`src/rtl/stuff_framer_pkg.sv`:
```
package stuff_framer_pkg;
  localparam logic [7:0] MK_START = 8'h7A;
  localparam logic [7:0] MK_END   = 8'h7B;
  localparam logic [7:0] MK_CHAN  = 8'h7C;
  localparam logic [7:0] ESC_PKT  = 8'h7D;
  localparam logic [7:0] MK_IDLE  = 8'h4A;
  localparam logic [7:0] ESC_PHY  = 8'h4D;
  localparam logic [7:0] FLIP_BIT = 8'h20;

  typedef enum logic [2:0] {
    SEL_START, SEL_CHAN, SEL_ZERO, SEL_IDLE, SEL_END, SEL_ESC, SEL_DATA
  } selT;

  typedef struct packed {
    logic load;
    logic first;
    logic cntInc;
    logic pktDone;
    selT  sel;
  } ctrlT;

  function automatic logic isPktRes(input logic [7:0] b);
    return (b == MK_START) || (b == MK_END) || (b == MK_CHAN) || (b == ESC_PKT);
  endfunction

  function automatic logic isPhyRes(input logic [7:0] b);
    return (b == MK_IDLE) || (b == ESC_PHY);
  endfunction
endpackage

```
`src/rtl/stuff_framer_dp.sv`:
```
module stuff_framer_dp
  import stuff_framer_pkg::*;
#(
  parameter int WORD_BYTES = 4
) (
  input  logic       clk,
  input  logic       rstN,
  input  ctrlT       ctrl,
  input  logic [7:0] inData,
  input  logic       inLast,
  input  logic       wordWide,
  output logic [7:0] outData,
  output logic       heldLast,
  output logic       heldEsc,
  output logic       padPending
);
  localparam int CNT_W = (WORD_BYTES > 2) ? $clog2(WORD_BYTES) : 1;

  logic [7:0]       heldByte;
  logic             wideQ;
  logic [CNT_W-1:0] cnt;
  logic [CNT_W-1:0] sumLen;
  logic             resPkt;
  logic             resPhy;

  always_ff @(posedge clk or negedge rstN) begin
    if (!rstN) begin
      heldByte <= '0;
      heldLast <= 1'b0;
      wideQ    <= 1'b0;
      cnt      <= '0;
    end else begin
      if (ctrl.load) begin
        heldByte <= inData;
        heldLast <= inLast;
      end
      if (ctrl.first) begin
        wideQ <= wordWide;
        cnt   <= '0;
      end else if (ctrl.cntInc) begin
        cnt <= cnt + CNT_W'(1);
      end
    end
  end

  assign resPkt  = isPktRes(heldByte);
  assign resPhy  = isPhyRes(heldByte);
  assign heldEsc = resPkt | resPhy;

  // bytes already sent + end marker + encoded last byte, modulo the word size
  assign sumLen     = cnt + CNT_W'(1) + (heldEsc ? CNT_W'(2) : CNT_W'(1));
  assign padPending = wideQ && (sumLen != '0);

  always_comb begin
    case (ctrl.sel)
      SEL_START: outData = MK_START;
      SEL_CHAN:  outData = MK_CHAN;
      SEL_ZERO:  outData = 8'h00;
      SEL_IDLE:  outData = MK_IDLE;
      SEL_END:   outData = MK_END;
      SEL_ESC:   outData = resPkt ? ESC_PKT : ESC_PHY;
      SEL_DATA:  outData = heldEsc ? (heldByte ^ FLIP_BIT) : heldByte;
      default:   outData = 8'h00;
    endcase
  end

  // the last byte of a wide frame closes a whole word
  a_r5_aligned: assert property (@(posedge clk) disable iff (!rstN)
    (ctrl.cntInc && ctrl.pktDone && wideQ) |-> (cnt == CNT_W'(WORD_BYTES - 1)));

  // a data byte on the link is never a reserved value
  a_r2_no_raw_reserved: assert property (@(posedge clk) disable iff (!rstN)
    (ctrl.cntInc && ctrl.sel == SEL_DATA) |-> !(isPktRes(outData) || isPhyRes(outData)));

  // narrow frames carry no idle bytes
  a_r6_no_pad_narrow: assert property (@(posedge clk) disable iff (!rstN)
    (ctrl.cntInc && !wideQ) |-> (ctrl.sel != SEL_IDLE));
endmodule

```
`src/rtl/stuff_framer_ctrl.sv`:
```
module stuff_framer_ctrl
  import stuff_framer_pkg::*;
(
  input  logic clk,
  input  logic rstN,
  input  logic inValid,
  input  logic inFirst,
  input  logic outReady,
  input  logic heldLast,
  input  logic heldEsc,
  input  logic padPending,
  output ctrlT ctrl,
  output logic inReady,
  output logic outValid
);
  typedef enum logic [3:0] {
    S_IDLE, S_START, S_CHAN, S_ZERO, S_DEC, S_FETCH, S_PAD, S_END, S_ESC, S_DATA
  } stT;

  stT st, nxt;

  always_ff @(posedge clk or negedge rstN) begin
    if (!rstN) st <= S_IDLE;
    else       st <= nxt;
  end

  always_comb begin
    ctrl     = '0;
    ctrl.sel = SEL_ZERO;
    inReady  = 1'b0;
    outValid = 1'b0;
    nxt      = st;
    case (st)
      S_IDLE: begin
        inReady    = 1'b1;
        ctrl.load  = inValid && inFirst;
        ctrl.first = inValid && inFirst;
        if (inValid && inFirst) nxt = S_START;
      end
      S_START: begin
        outValid = 1'b1; ctrl.sel = SEL_START;
        if (outReady) nxt = S_CHAN;
      end
      S_CHAN: begin
        outValid = 1'b1; ctrl.sel = SEL_CHAN;
        if (outReady) nxt = S_ZERO;
      end
      S_ZERO: begin
        outValid = 1'b1; ctrl.sel = SEL_ZERO;
        if (outReady) nxt = S_DEC;
      end
      S_DEC: begin
        if (heldLast) nxt = padPending ? S_PAD : S_END;
        else          nxt = heldEsc ? S_ESC : S_DATA;
      end
      S_FETCH: begin
        inReady   = 1'b1;
        ctrl.load = inValid;
        if (inValid) nxt = S_DEC;
      end
      S_PAD: begin
        outValid = 1'b1; ctrl.sel = SEL_IDLE;
        if (outReady) nxt = S_DEC;
      end
      S_END: begin
        outValid = 1'b1; ctrl.sel = SEL_END;
        if (outReady) nxt = heldEsc ? S_ESC : S_DATA;
      end
      S_ESC: begin
        outValid = 1'b1; ctrl.sel = SEL_ESC;
        if (outReady) nxt = S_DATA;
      end
      S_DATA: begin
        outValid     = 1'b1; ctrl.sel = SEL_DATA;
        ctrl.pktDone = heldLast;
        if (outReady) nxt = heldLast ? S_IDLE : S_FETCH;
      end
      default: nxt = S_IDLE;
    endcase
    ctrl.cntInc = outValid && outReady;
  end

  // input and output sides never active together
  a_r10_exclusive: assert property (@(posedge clk) disable iff (!rstN)
    !(inReady && outValid));

  // after the end marker leaves, the last held byte is what follows
  a_r4_end_then_last: assert property (@(posedge clk) disable iff (!rstN)
    (st == S_END && outReady) |=> (heldLast && (st == S_ESC || st == S_DATA)));
endmodule

```
`src/rtl/stuff_framer.sv`:
```
module stuff_framer
  import stuff_framer_pkg::*;
#(
  parameter int WORD_BYTES = 4
) (
  input  logic       clk,
  input  logic       rstN,
  input  logic       wordWide,
  input  logic       inValid,
  output logic       inReady,
  input  logic [7:0] inData,
  input  logic       inFirst,
  input  logic       inLast,
  output logic       outValid,
  input  logic       outReady,
  output logic [7:0] outData
);
  ctrlT ctrlS;
  logic heldLast, heldEsc, padPending;

  stuff_framer_ctrl u_ctrl (
    .clk(clk), .rstN(rstN), .inValid(inValid), .inFirst(inFirst),
    .outReady(outReady), .heldLast(heldLast), .heldEsc(heldEsc),
    .padPending(padPending), .ctrl(ctrlS), .inReady(inReady), .outValid(outValid)
  );

  stuff_framer_dp #(.WORD_BYTES(WORD_BYTES)) u_dp (
    .clk(clk), .rstN(rstN), .ctrl(ctrlS), .inData(inData), .inLast(inLast),
    .wordWide(wordWide), .outData(outData), .heldLast(heldLast),
    .heldEsc(heldEsc), .padPending(padPending)
  );

  // a stalled byte is held unchanged
  a_r8_hold: assert property (@(posedge clk) disable iff (!rstN)
    (outValid && !outReady) |=> (outValid && $stable(outData)));

  // channel marker follows the start marker
  a_r1_chan_after_start: assert property (@(posedge clk) disable iff (!rstN)
    (outValid && outReady && ctrlS.sel == SEL_START) |=> (outValid && outData == MK_CHAN));
endmodule

```
`config.mk`:
```
export PLATFORM = sky130hd
export DESIGN_NAME = stuff_framer
export DESIGN_NICKNAME = d
export VERILOG_FILES = /design/src/rtl/stuff_framer_pkg.sv /design/src/rtl/stuff_framer_dp.sv /design/src/rtl/stuff_framer_ctrl.sv /design/src/rtl/stuff_framer.sv
export SDC_FILE = /design/constraint.sdc
export NUM_CORES = 1
export LEC_CHECK = 0
export BUFFER_PORTS_ARGS = -buffer_cell sky130_fd_sc_hd__buf_2
export CORE_MARGIN = 4
export CORE_UTILIZATION = 45
export CTS_CLUSTER_SIZE = 12
export DETAILED_ROUTE_END_ITERATION = 8
export GPL_ROUTABILITY_DRIVEN = 0
export HOLD_SLACK_MARGIN = 0.02
export PLACE_DENSITY_LB_ADDON = 0.12
export SETUP_SLACK_MARGIN = 0.2
export SYNTH_ARGS = -nofsm -noshare
export SYNTH_HDL_FRONTEND = slang
export SYNTH_SLANG_ARGS = --single-unit
```
`constraint.sdc`:
```
create_clock -name clk -period 3.3 [get_ports clk]
set_input_delay 0.99 -clock clk [delete_from_list [all_inputs] [get_ports clk]]
set_output_delay 0.99 -clock clk [all_outputs]
set_load 0.05 [all_outputs]
```
==> flow_summary.ini, run 1 <==
[run_status]
status = completed

[cts]
worstSkewPairLatency_ns = 0.28
path_clk_slew_ns = 0.10
clock_sinks = 16
clock_path_buffers = 2
cts-htree-levels = 1
cts_root_buf = clkbuf_4
cts_buffers = 3
cts_tree = yes

[detailed_routing]
dr_wl_met2_um = 1510
top_layer_used = met4
firstDrtPassIters = 4
drtIter0Drc = 69
dr_total_vias = 1209
ant_nets = 0
totalWireLength_um = 3090
via_per_inst = 5.81
wl_per_cell_um = 14.8
dr_wl_met3_um = 91
m1WireLength_um = 1430
drc = 0

[place]
dpl_cell_area_um2 = 1380
place_hpwl_um = 2350
dp_cells = 200
io_buffers = 24

[floorplan]
initial_core_util = 0.482
die_x_um = 60.2
die_height_um = 60.2
rows = 18
num_io_pins = 25
core_area_um2 = 2540
dieArea_um2 = 3620

[worst_setup_path]
critPathLaunchType = register
crit_required_ns = 2.31
critPathKind = reg -> out
crit_arrival_ns = 2.01
critPathMaxStageDelay_ns = 0.48
path_cells = inv_1, nor2_1, or3b_2, a21oi_2, a211o_1, buf_2
path_max_fanout = 9
cp-end-kind = output pin
critical-path-slowest-cell = dfrtp_2
rr_worst_depth = 9

[synthesis]
syn-num-nets = 166
ys_ff_latch = 16
synthCells = 150
yosys.cell_types.count = 40
synth_area_um2 = 1230
synth_top_area_frac = 0.327
yosysTopAreaCell = dfrtp_1
yosys-top-cells-area = dfrtp_1 33%, o21ai_0 6.1%, mux2_2 5.5%
syn-mean-instance-area_um2 = 8.17
ys_seq_area_frac = 0.327
ys_warn_count = 0

[sta]
hold_violations = 0
max_freq_mhz = 334
slew_viol_final = 0
timing.slew.headroom = 0.641
holdWs_ns = 0.535
setup_tns_ns = 0
setup_violations = 0
fin_crit_ns = 3.00
worst_pin_slew_ns = 0.534
skew_ns = 0.00214
rsz0062_at_grt = no
fin_crit_sh = 0.908

[global_route]
antenna_found_initial = 0
grt_max_degree = 18
grt_pass1_vias = 1249
grt_first_pass_wirelength_um = 5380
grt.total_usage = 0.196
grt_overflow = 0

[layout]
area_growth_pct = 18.6
final_cell_area_um2 = 1450
drive_above_1_share = 0.298
nets = 195
layout.cells.non_filler = 208
n_antenna_cell = 0

[min_path]
min_path_cells = 1
hold_path_class = reg -> reg

[job]
drv_cap = 0
-- worst max-delay path, delay by kind of cell, from the launching register on --
kind                   cells  cell delay, ns
AND/OR/NAND/NOR            2            0.58
AO/OA/AOI/OAI              2            0.26
buffers and inverters      2            0.39
flip-flops                 1            0.48
-- synthesized netlist by cell type --
cell type / n
o221ai_1: 1
nor4_1: 5
o22ai_4: 1
nand3b_1: 2
inv_1: 10
nand3_1: 3
nor4b_2: 1
xnor2_1: 4
o32ai_1: 2
nor2_1: 12
or3_1: 1
nor3_1: 2
o21bai_1: 3
or4bb_1: 1
a311oi_1: 1
o41ai_1: 2
or2_2: 1
o21ai_0: 15
a211o_1: 2
and2_1: 1
ha_1: 1
buf_2: 3
mux2i_1: 2
mux2_2: 6
dfrtp_1: 16
xor2_1: 2
o21ai_1: 1
a31oi_1: 6
or3b_2: 1
o311a_2: 1
a21o_1: 1
nor3b_1: 1
a21oi_1: 9
clkbuf_1: 6
buf_6: 1
or2b_2: 1
or4_1: 2
o2111ai_2: 1
nor2b_1: 2
nand2_1: 17
-- cells in the final DEF, fill, tap and decap left out, types with 6 or more instances in the layout --
master   count
buf_4       11
o21ai_0     14
dfrtp_1     15
inv_1       10
a31oi_1      6
a21oi_1      8
mux2_2       6
buf_2       23
nor2_1      12
nand2_1     17
-- path summary, 6_finish.rpt --
path / start / slack (ns) / to
setup / recovery: u_ctrl.st[0] / 0.30 / outData[5]
max in group asynchronous: rstN / 2.41 / u_ctrl.st[0]
setup reg to reg: u_dp.heldByte[2] / 1.05 / u_ctrl.st[0]
min in group asynchronous: rstN / 0.60 / u_ctrl.st[2]
hold / removal: u_dp.wideQ / 0.53 / u_dp.wideQ
hold reg to reg: u_dp.wideQ / 0.53 / u_dp.wideQ
-- per-stage QoR --
stage | worst slack [ns] | utilization
after floorplan | -0.131 | -
after global routing | 0.212 | 0.571
final | 0.305 | 0.571
after detailed placement | 0.488 | 0.542
after CTS | 0.258 | 0.558
after global placement | 0.536 | 0.542
-- final cells by class --
class                           instances  area (µm²)
Clock buffer                            4        36.3
Sequential cell                        16         402
Fill cell                             273        1090
Timing Repair Buffer                   34         198
Inverter                               10        37.5
Tap cell                               30        37.5
Multi-Input combinational cell        114         743
-- sequential cells by signal, indices dropped and copies added, names as in the netlist --
| register | cells |
|---|---|
| u_ctrl.st | 4 |
| u_dp.heldByte | 8 |
| u_dp.wideQ | 1 |
| u_dp.cnt | 2 |
| u_dp.heldLast | 1 |
-- kinds of logic (layout without fill, tap and decap cells) --
kind of cell    Yosys count  count (layout)  share of synthesized area
buf+inv                  20              48                     0.0704
fa+ha+maj                 1               1                     0.0102
xor+xnor                  6               6                     0.0429
flops                    16              16                      0.327
compound gates           46              46                      0.252
mux                       8               8                     0.0714
simple gates             53              53                      0.227
-- per-layer routing --
layer / GRT usage / vias up
met1: 0.243 / 579
met3: 0.0281 / 6
li1: - / 598
met2: 0.333 / 26
met5: 0 / -
met4: 0.0886 / 0
-- repair_timing --
action	in CTS	in global routing
buffers inserted	0	4
gates resized for setup	2	1
endpoints found under the setup margin	2	2
hold buffers	0	0
Power of run 1 is left out: the tool's default activity adds up to more than one toggle a clock period on the data nets, which glitch-free logic cannot reach.
==> run 2: changes to the inputs <==
--- a/config.mk
+++ b/config.mk
@@ -7,7 +7,7 @@
 export LEC_CHECK = 0
 export BUFFER_PORTS_ARGS = -buffer_cell sky130_fd_sc_hd__buf_2
 export CORE_MARGIN = 4
-export CORE_UTILIZATION = 45
+export CORE_UTILIZATION = 40
 export CTS_CLUSTER_SIZE = 12
 export DETAILED_ROUTE_END_ITERATION = 8
 export GPL_ROUTABILITY_DRIVEN = 0
==> run 2 against run 1 <==
Via count shrank 3.1%. Sequential cell count unchanged. Cell count shrank 1.9%. Critical path depth is 1 lower. Global-route usage down 4.0 points. Core utilization fell by 7.5 points. Final area down 2.6%. Maximum frequency grew 1.1%. Critical path type unchanged. Critical endpoint is now outData[4]. Largest cell class unchanged.
==> flow_summary.ini, run 2 (synthesized netlist as in run 1, its figures left out) <==
[worst_setup_path]
rr_worst_depth = 9
cp.depth = 5
cp-end-kind = output pin
cp_top_family = simple AND/OR/NAND/NOR gates
critical-path-slowest-cell = or3b_2
critPathKind = reg -> out
crit_arrival_ns = 1.97
path_max_fanout = 7
critPathMaxStageDelay_ns = 0.48
critPathLaunchType = register
path_cells = nor2b_1, or3b_2, a21oi_1, o21bai_1, clkbuf_4
crit_buf_inv = 1
crit_required_ns = 2.31

[cts]
cts-htree-levels = 1
post-cts-setup-buffers = 0
clock_sinks = 16
worstSkewPairLatency_ns = 0.29
cts-hold-fix-buffers = 0
cts_tree = yes
ctsResizeCount = 0
clock_path_buffers = 2
cts_buffers = 3
path_clk_slew_ns = 0.10
cts_root_buf = clkbuf_4

[global_route]
grt_pass1_vias = 1107
antenna_found_initial = 0
grt_max_degree = 18
grt_overflow = 0
grt.total_usage = 0.156
grt_first_pass_wirelength_um = 5070

[sta]
fin_crit_sh = 0.898
setup_violations = 0
skew_ns = 0.00481
worst_pin_slew_ns = 0.553
slew_viol_final = 0
max_freq_mhz = 337
timing.slew.headroom = 0.628
fin_crit_ns = 2.96
hold_violations = 0
holdWs_ns = 0.527
rsz0062_at_grt = no

[layout]
largest_reg_flops = 8
final_util = 0.496
final_common_cell = buf_2
area_growth_pct = 15.5
regMostFlops = u_dp.heldByte
nets = 190
reg.largest.list = u_dp.heldByte x8, u_ctrl.st x4, u_dp.cnt x2
n_antenna_cell = 0
final_cell_mix = 22 x buf_2, 17 x nand2_1, 15 x dfrtp_1
drive_above_1_share = 0.277

[floorplan]
core_area_um2 = 2850
dieArea_um2 = 4020
num_io_pins = 25
die_height_um = 63.4
die_x_um = 63.4
initial_core_util = 0.430
rows = 19

[detailed_routing]
firstDrtPassIters = 4
ant_nets = 0
via_per_inst = 5.75
drc = 0
dr_total_vias = 1172
wl_per_cell_um = 14.6
totalWireLength_um = 2990
drtIter0Drc = 54

[place]
io_buffers = 24
place_hpwl_um = 2220

[min_path]
min_path_cells = 1
hold_path_class = reg -> reg

[job]
drv_cap = 0

[run_status]
status = completed
## run 2: worst register-to-register path: stages, from the launching register on
cell and delay, ns:
dfrtp_1 0.50, xnor2_1 0.18, a311oi_1 0.39, nand2_1 0.15, ha_1 0.22, xnor2_1 0.18
xnor2_1 0.17, nand3_1 0.10, a31oi_1 0.20, a31oi_1 0.10
## run 2: worst paths after layout
| path | from | end | slack, ns |
|---|---|---|---|
| max reg2reg | u_dp.heldByte[2] | u_ctrl.st[0] | 1.01 |
| min | u_dp.wideQ | u_dp.wideQ | 0.53 |
| min in group asynchronous | rstN | u_dp.heldByte[0] | 0.60 |
| max in group asynchronous | rstN | u_ctrl.st[0] | 2.39 |
| max | u_ctrl.st[2] | outData[4] | 0.34 |
| min reg2reg | u_dp.wideQ | u_dp.wideQ | 0.53 |
## run 2: final cells by class
type / count / area, µm²
Inverter: 10 / 37.5
Multi-Input combinational cell: 114 / 739
Sequential cell: 16 / 402
Fill cell: 296 / 1440
Timing Repair Buffer: 29 / 163
Tap cell: 31 / 38.8
Clock buffer: 4 / 36.3
## run 2: through the flow
stage | worst slack, ns | instances | TNS [ns] | area [µm²]
4_1_cts | 0.215 | 204 | 0 | 1410
3_5_place_dp | 0.543 | 200 | 0 | 1370
3_3_place_gp | 0.581 | 200 | 0 | 1370
6_report | 0.336 | 204 | 0 | 1420
5_1_grt | 0.217 | 204 | 0 | 1420
2_1_floorplan | -0.131 | 150 | -0.261 | 1230
## run 2: routing by layer
layer,share of wire,global-route usage,vias up
li1,-,-,588
met1,0.49,0.211,563
met2,0.46,0.250,17
met3,0.037,0.0249,4
met4,0.011,0.0566,0
met5,0,0,-
Power of run 2 is left out for the same reason.
